===== src/rtl/dwt_pkg.sv =====
// Shared register map and control layout for the dual downcounter timer.
// Assumes a data bus at least 8 bits wide.
package dwt_pkg;
    localparam logic [1:0] ADDR_CTRL  = 2'd0;
    localparam logic [1:0] ADDR_RTPER = 2'd1;
    localparam logic [1:0] ADDR_WDPER = 2'd2;
    localparam int         CTRL_BITS  = 6;
    localparam int         FLAG_LSB   = 6;   // bit 6 real-time flag, bit 7 watchdog flag
    localparam int         NUM_FLAGS  = 2;

    typedef struct packed {
        logic       wd_run_in_stop; // bit 5
        logic       wd_irq_mode;    // bit 4: 1 interrupt, 0 reset
        logic       rt_irq_en;      // bit 3
        logic [2:0] level;          // bits 2:0
    } ctrl_t;
endpackage


===== src/rtl/dwt_downcounter.sv =====
// Reloadable downcounter with its own period register.
// A load writes both the period and the count. While run is high the
// counter decrements and, on passing zero, reloads the period and flags an event.
module dwt_downcounter #(
    parameter int          W          = 16,
    parameter logic [W-1:0] RST_PERIOD = '1
) (
    input  logic         clk,
    input  logic         rst_n,
    input  logic         load,
    input  logic [W-1:0] load_val,
    input  logic         run,
    output logic [W-1:0] period_o,
    output logic         zero_evt
);
    logic [W-1:0] period_q;
    logic [W-1:0] cnt_q;

    // Period register and count: load has priority, otherwise count when running.
    always_ff @(posedge clk) begin
        if (!rst_n) begin
            period_q <= RST_PERIOD;
            cnt_q    <= RST_PERIOD;
        end else if (load) begin
            period_q <= load_val;
            cnt_q    <= load_val;
        end else if (run) begin
            cnt_q <= (cnt_q == '0) ? period_q : cnt_q - 1'b1;
        end
    end

    // Timeout event: the running counter sits at zero this cycle.
    always_comb zero_evt = run && !load && (cnt_q == '0);

    assign period_o = period_q;
endmodule


===== src/rtl/dwt_zero_flag.sv =====
// Sticky zero flag with read-then-write-zero clearing.
// Assumes rd_ctrl and wr_ctrl are strobes already qualified by address 0.
module dwt_zero_flag (
    input  logic clk,
    input  logic rst_n,
    input  logic set_evt,
    input  logic rd_ctrl,
    input  logic wr_ctrl,
    input  logic wbit,
    output logic flag
);
    logic armed_q;

    // Flag: a set event wins; otherwise an armed write of 0 clears it.
    always_ff @(posedge clk) begin
        if (!rst_n)                          flag <= 1'b0;
        else if (set_evt)                    flag <= 1'b1;
        else if (wr_ctrl && armed_q && !wbit) flag <= 1'b0;
    end

    // Arm: a read that sees the flag set arms it; any control write disarms it.
    always_ff @(posedge clk) begin
        if (!rst_n)                armed_q <= 1'b0;
        else if (wr_ctrl)          armed_q <= 1'b0;
        else if (rd_ctrl && flag)  armed_q <= 1'b1;
    end

    assert_flag_set_R1: assert property (@(posedge clk) disable iff (!rst_n)
        set_evt |=> flag); // also covers R2 for the watchdog instance

    assert_flag_clear_R3: assert property (@(posedge clk) disable iff (!rst_n)
        $fell(flag) |-> $past(wr_ctrl && armed_q && !wbit));
endmodule


===== src/rtl/dual_wdt_timer.sv =====
// Dual downcounter timer: a real-time counter and a watchdog sharing one
// control/status register, one interrupt level and sticky zero flags.
// Assumes DATA_W >= 8. No prescaler: each counter steps once per clock.
module dual_wdt_timer
    import dwt_pkg::*;
#(
    parameter int               DATA_W    = 16,
    parameter logic [DATA_W-1:0] RT_PER_RST = 16'd999,
    parameter logic [DATA_W-1:0] WD_PER_RST = 16'd4095
) (
    input  logic              clk,
    input  logic              rst_n,
    input  logic [1:0]        reg_addr,
    input  logic              reg_wr,
    input  logic              reg_rd,
    input  logic [DATA_W-1:0] reg_wdata,
    output logic [DATA_W-1:0] reg_rdata,
    input  logic              lp_stop,
    output logic              rst_req,
    output logic [2:0]        irq_level
);
    localparam int PAD_W = DATA_W - CTRL_BITS - NUM_FLAGS;

    ctrl_t              ctrl_q;
    logic               wd_frozen_q;
    logic               stop_hold;
    logic               rt_evt, wd_evt;
    logic [DATA_W-1:0]  rt_period, wd_period;
    logic [NUM_FLAGS-1:0] evt_vec, flag_vec;
    logic               wr_ctrl, rd_ctrl;
    logic               pending;

    always_comb wr_ctrl   = reg_wr && (reg_addr == ADDR_CTRL);
    always_comb rd_ctrl   = reg_rd && (reg_addr == ADDR_CTRL);
    always_comb stop_hold = lp_stop && !ctrl_q.wd_run_in_stop;

    // Control bits: written as a whole at address 0.
    always_ff @(posedge clk) begin
        if (!rst_n)       ctrl_q <= '0;
        else if (wr_ctrl) ctrl_q <= ctrl_t'(reg_wdata[CTRL_BITS-1:0]);
    end

    // Freeze latch: once stop freezes the watchdog, only reset releases it.
    always_ff @(posedge clk) begin
        if (!rst_n)         wd_frozen_q <= 1'b0;
        else if (stop_hold) wd_frozen_q <= 1'b1;
    end

    dwt_downcounter #(.W(DATA_W), .RST_PERIOD(RT_PER_RST)) u_rt_cnt (
        .clk(clk), .rst_n(rst_n),
        .load(reg_wr && (reg_addr == ADDR_RTPER)), .load_val(reg_wdata),
        .run(1'b1), .period_o(rt_period), .zero_evt(rt_evt)
    );

    dwt_downcounter #(.W(DATA_W), .RST_PERIOD(WD_PER_RST)) u_wd_cnt (
        .clk(clk), .rst_n(rst_n),
        .load(reg_wr && (reg_addr == ADDR_WDPER)), .load_val(reg_wdata),
        .run(!wd_frozen_q && !stop_hold), .period_o(wd_period), .zero_evt(wd_evt)
    );

    always_comb evt_vec = {wd_evt, rt_evt};

    // One sticky flag per counter, laid out from FLAG_LSB upward.
    for (genvar i = 0; i < NUM_FLAGS; i++) begin : g_flag
        dwt_zero_flag u_flag (
            .clk(clk), .rst_n(rst_n), .set_evt(evt_vec[i]),
            .rd_ctrl(rd_ctrl), .wr_ctrl(wr_ctrl),
            .wbit(reg_wdata[FLAG_LSB+i]), .flag(flag_vec[i])
        );
    end

    // Reset request: one registered pulse per watchdog timeout in reset mode.
    always_ff @(posedge clk) begin
        if (!rst_n) rst_req <= 1'b0;
        else        rst_req <= wd_evt && !ctrl_q.wd_irq_mode;
    end

    // Interrupt level: shared priority while any enabled flag is pending.
    always_comb begin
        pending   = (flag_vec[0] && ctrl_q.rt_irq_en) || (flag_vec[1] && ctrl_q.wd_irq_mode);
        irq_level = pending ? ctrl_q.level : 3'd0;
    end

    // Read mux: combinational view of the addressed register.
    always_comb begin
        case (reg_addr)
            ADDR_CTRL:  reg_rdata = {{PAD_W{1'b0}}, flag_vec, ctrl_q};
            ADDR_RTPER: reg_rdata = rt_period;
            ADDR_WDPER: reg_rdata = wd_period;
            default:    reg_rdata = '0;
        endcase
    end

    assert_rst_pulse_R4: assert property (@(posedge clk) disable iff (!rst_n)
        rst_req |-> $past(wd_evt && !ctrl_q.wd_irq_mode));

    assert_irq_needs_flag_R5: assert property (@(posedge clk) disable iff (!rst_n)
        (irq_level != 3'd0) |-> (flag_vec != '0));

    assert_frozen_quiet_R8: assert property (@(posedge clk) disable iff (!rst_n)
        wd_frozen_q |-> !wd_evt);
endmodule


===== config.mk =====
export PLATFORM = sky130hd
export DESIGN_NAME = dual_wdt_timer
export DESIGN_NICKNAME = d
export VERILOG_FILES = /design/src/rtl/dwt_pkg.sv /design/src/rtl/dwt_downcounter.sv /design/src/rtl/dwt_zero_flag.sv /design/src/rtl/dual_wdt_timer.sv
export SDC_FILE = /design/constraint.sdc
export NUM_CORES = 1
export LEC_CHECK = 0
export CAP_MARGIN = 20
export CORE_AREA = 2 2 92 94
export DETAILED_ROUTE_END_ITERATION = 12
export DIE_AREA = 0 0 94 96
export GPL_ROUTABILITY_DRIVEN = 0
export GPL_TIMING_DRIVEN = 0
export PLACE_DENSITY = 0.74
export SLEW_MARGIN = 0
export SYNTH_ARGS = -nofsm -noshare
export SYNTH_HDL_FRONTEND = slang
export SYNTH_SLANG_ARGS = --single-unit
export TNS_END_PERCENT = 5

===== constraint.sdc =====
create_clock -name clk -period 2.3 [get_ports clk]
set_input_delay 0.46 -clock clk [delete_from_list [all_inputs] [get_ports clk]]
set_output_delay 0.46 -clock clk [all_outputs]
set_load 0.005 [all_outputs]

==> summary.log <==
INFO  drt            drt_via_density=6.21
INFO  worst_setup_path r2r_end=u_wd_cnt.cnt_q[4]$_SDFFE_PN1P_
INFO  worst_setup_path timing.critical_path.required=2.53ns
INFO  final_layout   drive_gt1_share=11.4%
INFO  pwr            leakagePower=0.00192uW
INFO  synthesis      netlist-cell-type-count=56
INFO  clock_network  cts_tree=yes
INFO  clock_network  clkLatencyLatePin=0.35ns
INFO  placed_design  hpwlAfterDp=8770um
INFO  die            design.portCount=43
INFO  synthesis      most_instantiated_library_cell_after_synthesis=sky130_fd_sc_hd__nand2_1
INFO  synthesis      number_of_warnings_issued_by_yosys=0
INFO  die            fp.dieArea=9020um^2
INFO  timing         slew_violations=0
INFO  pwr            power-per-cell-area=649nW/um^2
INFO  timing         period_needed=2.41ns
INFO  placed_design  post-place-ws=-0.948ns
INFO  synthesis      syn_area_per_cell=8.19um^2
INFO  worst_setup_path crit_chain=inv_2, ha_4, or4b_4, or4b_4, mux2_4, a221o_1
INFO  worst_hold_path worstHoldPathCells=2
INFO  clock_network  clock_tree.htree_level_count=3
INFO  global_route   gr-total-overflow=0
INFO  worst_hold_path timing.hold.worst_endpoint=u_rt_cnt.period_o[6]$_SDFFE_PN1P_
INFO  global_route   grt_util_all_layers=27.2%
INFO  timing         timing_worst_slew_pin_value=1.05ns
INFO  synthesis      syn-cell-area=3940um^2
INFO  final_layout   finalNonFillerCells=647
INFO  final_layout   synthToLayoutAreaGrowth=24.8%
INFO  die            coreArea=8050um^2
INFO  synthesis      synth_edf_count=0
INFO  global_route   global_route.usage.met1=36.4%
INFO  synthesis      ys_top_cells_by_count=77 x sky130_fd_sc_hd__nand2_1, 76 x sky130_fd_sc_hd__dfxtp_1, 32 x sky130_fd_sc_hd__clkbuf_1
INFO  synthesis      synth_area_leaders=sky130_fd_sc_hd__dfxtp_1 39%, sky130_fd_sc_hd__nand2_1 7.3%, sky130_fd_sc_hd__a21oi_1 3.9%
INFO  clock_network  cts-root-buf=sky130_fd_sc_hd__clkbuf_8
INFO  global_route   pin_count_of_the_biggest_net_entering_global_routing=13
INFO  global_route   gr-max-usage-layer=met2
INFO  drt            first_iteration_detailed_routing_drc_count=332
INFO  drt            drtPass1Iterations=5
INFO  placed_design  numPlacedInstances=626
INFO  final_layout   postLayoutCoreUtil=61.1%
INFO  die            die-width=94um
INFO  final_layout   antenna_cells=0
INFO  global_route   via_count_of_the_first_global_routing_pass=3,842
INFO  clock_network  max-clock-path-buffers=2
INFO  pwr            total_power=3190uW
INFO  timing         clock-skew-final=0.0109ns
INFO  worst_setup_path critical_path_cell_count=6
INFO  timing         fmax=414MHz
INFO  worst_setup_path timing.critical_path.arrival=2.65ns
INFO  drt            route.final.wire_length=11,800um
INFO  final_layout   post_layout_nets=564
INFO  worst_hold_path hp-start=u_rt_cnt.period_o[6]$_SDFFE_PN1P_
INFO  synthesis      synth_flop_cell=sky130_fd_sc_hd__dfxtp_1
INFO  worst_setup_path r2r_start=u_wd_cnt.cnt_q[0]$_SDFFE_PN1P_
INFO  timing         grt_setup_unrepaired=true
INFO  status         outcome=finished with violations
INFO  worst_setup_path cp_top_family=simple AND/OR/NAND/NOR gates
INFO  global_route   grt_antenna_before_repair=0
INFO  clock_network  cts_made_buffers=9
INFO  global_route   global_route.usage.met2=42.7%
INFO  drt            vias=4,018
INFO  global_route   use_met3=3.21%
INFO  synthesis      ys_async_sr_fraction=0%
INFO  clock_network  clkTransAtPathRegs=0.08ns
INFO  pwr            vdd.ir_drop.worst=267uV
INFO  worst_setup_path crit_path_start_kind=flop
INFO  timing         timing.final.crit_share=105%
INFO  drt            wl_per_cell=18.3um
INFO  global_route   wire_length_of_the_first_global_routing_pass=18,800um
INFO  worst_setup_path r2r.worst_path.cells=6
INFO  drt            post_route_ant_nets=0
INFO  die            initial_utilization=48.9%
INFO  worst_setup_path crit_path_top_delay_cell=sky130_fd_sc_hd__or4b_4
INFO  synthesis      yosys_register_bits=76
INFO  worst_setup_path critical_path.n_buffers_inverters=1
INFO  worst_hold_path min-delay-path-class=flop to flop
INFO  synthesis      yosysTopAreaCellShare=38.6%
INFO  placed_design  port_buffers=40
INFO  die            die_h=96um
INFO  worst_setup_path critical_path.max_stage_delay=0.64ns
INFO  timing         worst_slack=-0.113ns
INFO  worst_setup_path endpoint_kind=flop
INFO  timing         final.setup.tns=-0.282ns
INFO  drt            drc=0
INFO  timing         final-setup-viol-count=5
INFO  synthesis      share_of_the_yosys_chip_area_belonging_to_registers=38.6%
INFO  worst_setup_path worstSetupPathType=flop to flop
INFO  worst_setup_path rrSetupSlack=-0.11ns
INFO  synthesis      post_synth_inst_count=481
INFO  timing         timing.slew.headroom=30.0%
INFO  job            maxCapViolCount=0
INFO  die            placementRows=33
INFO  clock_network  cts.sinks=76
INFO  timing         final_hold_viol_count=0
INFO  synthesis      syn_nets=508
INFO  worst_setup_path critical_path.most_common_cell=sky130_fd_sc_hd__or4b_4
INFO  status         failed_checks=setup timing
INFO  synthesis      post-synth-top-area-cell=sky130_fd_sc_hd__dfxtp_1
INFO  worst_setup_path cp_max_fo=6
-- layer usage --
layer	wire length, um	up-vias
li1	-	1886
met1	5270	1930
met2	5400	170
met3	756	32
met4	419	0
met5	0	-
-- power by group --
group / switching, uW / internal, uW / leakage (uW) / total (uW)
combinational: 237 / 215 / 0.00117 / 452
sequential: 74.5 / 1390 / 0.000622 / 1460
clock: 498 / 779 / 0.000127 / 1280
-- registers in the layout (all words and copies together), names as in the netlist --
signal	flops
u_rt_cnt.period_o	16
u_wd_cnt.period_o	16
rst_req	1
g_flag.u_flag.armed_q	2
u_wd_cnt.cnt_q	16
wd_frozen_q	1
ctrl_q	6
g_flag.u_flag.flag	2
u_rt_cnt.cnt_q	16
-- worst min-delay path, delay by kind of cell (launching register included) --
| kind | cells | cell delay (ns) |
|---|---|---|
| AND/OR/NAND/NOR | 2 | 0.10 |
| flip-flops | 1 | 0.33 |
-- layout make-up --
cell class,count,area (um^2)
well taps,105,131
flip-flops and latches,76,1530
clock buffers,12,155
clock inverters,4,95.1
multi-input cells,360,2310
inverters,7,28.8
fillers,731,3130
repair buffers,46,450
plain buffers,37,213
-- worst max path at each step --
| stage | slack [ns] | from | endpoint |
|---|---|---|---|
| global placement | -0.90 | reg_addr[0] | u_wd_cnt.cnt_q[7]$_SDFFE_PN1P_ |
| CTS | -0.12 | u_wd_cnt.cnt_q[10]$_SDFFE_PN1P_ | u_wd_cnt.cnt_q[4]$_SDFFE_PN1P_ |
| floorplan | -0.02 | u_wd_cnt.cnt_q[0]$_SDFFE_PN1P_ | u_wd_cnt.cnt_q[2]$_SDFFE_PN1P_ |
| detailed placement | -0.95 | reg_addr[0] | u_wd_cnt.cnt_q[7]$_SDFFE_PN1P_ |
| global route | -0.16 | u_wd_cnt.cnt_q[0]$_SDFFE_PN1P_ | u_wd_cnt.cnt_q[4]$_SDFFE_PN1P_ |
| finish | -0.11 | u_wd_cnt.cnt_q[0]$_SDFFE_PN1P_ | u_wd_cnt.cnt_q[4]$_SDFFE_PN1P_ |
-- cells by family (layout without fill, tap and decap cells) --
group / count (synthesis) / in the layout / synth area share (%)
AND/OR/NAND/NOR: 185 / 185 / 23.7
AO/OA/AOI/OAI: 144 / 144 / 24.6
flip-flops: 76 / 76 / 38.6
buffers and inverters: 45 / 106 / 4.89
multiplexers: 16 / 16 / 4.45
XOR/XNOR: 11 / 11 / 2.45
adder cells (fa/ha/maj): 4 / 4 / 1.27
-- stage by stage --
stage,hold slack [ns],instance area [um^2]
CTS,0.459,4810
detailed placement,0.447,4480
floorplan,0.432,3950
global route,0.490,4920
global placement,0.443,4480
finish,0.465,4920
-- timing repair --
action,CTS,global route
pin swaps,0,4
hold buffers,0,0
setup buffers,0,6
setup endpoints to repair,50,34
resized for setup,42,22
-- cell usage in the layout, fill, tap and decap left out, types with 6 or more instances in the layout --
| cell | n |
|---|---|
| sky130_fd_sc_hd__clkbuf_1 | 26 |
| sky130_fd_sc_hd__nand2_1 | 77 |
| sky130_fd_sc_hd__xor2_1 | 6 |
| sky130_fd_sc_hd__mux2i_1 | 13 |
| sky130_fd_sc_hd__or3_1 | 6 |
| sky130_fd_sc_hd__nand3_1 | 16 |
| sky130_fd_sc_hd__o221ai_1 | 6 |
| sky130_fd_sc_hd__nor2_1 | 17 |
| sky130_fd_sc_hd__or4_1 | 6 |
| sky130_fd_sc_hd__a21oi_1 | 31 |
| sky130_fd_sc_hd__clkdlybuf4s50_1 | 28 |
| sky130_fd_sc_hd__a21o_1 | 20 |
| sky130_fd_sc_hd__o21ai_0 | 26 |
| sky130_fd_sc_hd__a21boi_0 | 6 |
| sky130_fd_sc_hd__dlygate4sd2_1 | 6 |
| sky130_fd_sc_hd__buf_4 | 7 |
| sky130_fd_sc_hd__dfxtp_1 | 71 |
| sky130_fd_sc_hd__nor4_1 | 10 |
| sky130_fd_sc_hd__nor3_1 | 13 |
| sky130_fd_sc_hd__nand4_1 | 7 |
| sky130_fd_sc_hd__clkbuf_8 | 12 |
| sky130_fd_sc_hd__o21ai_1 | 6 |
| sky130_fd_sc_hd__a22o_1 | 8 |
Power figures use the tool's default switching activity.
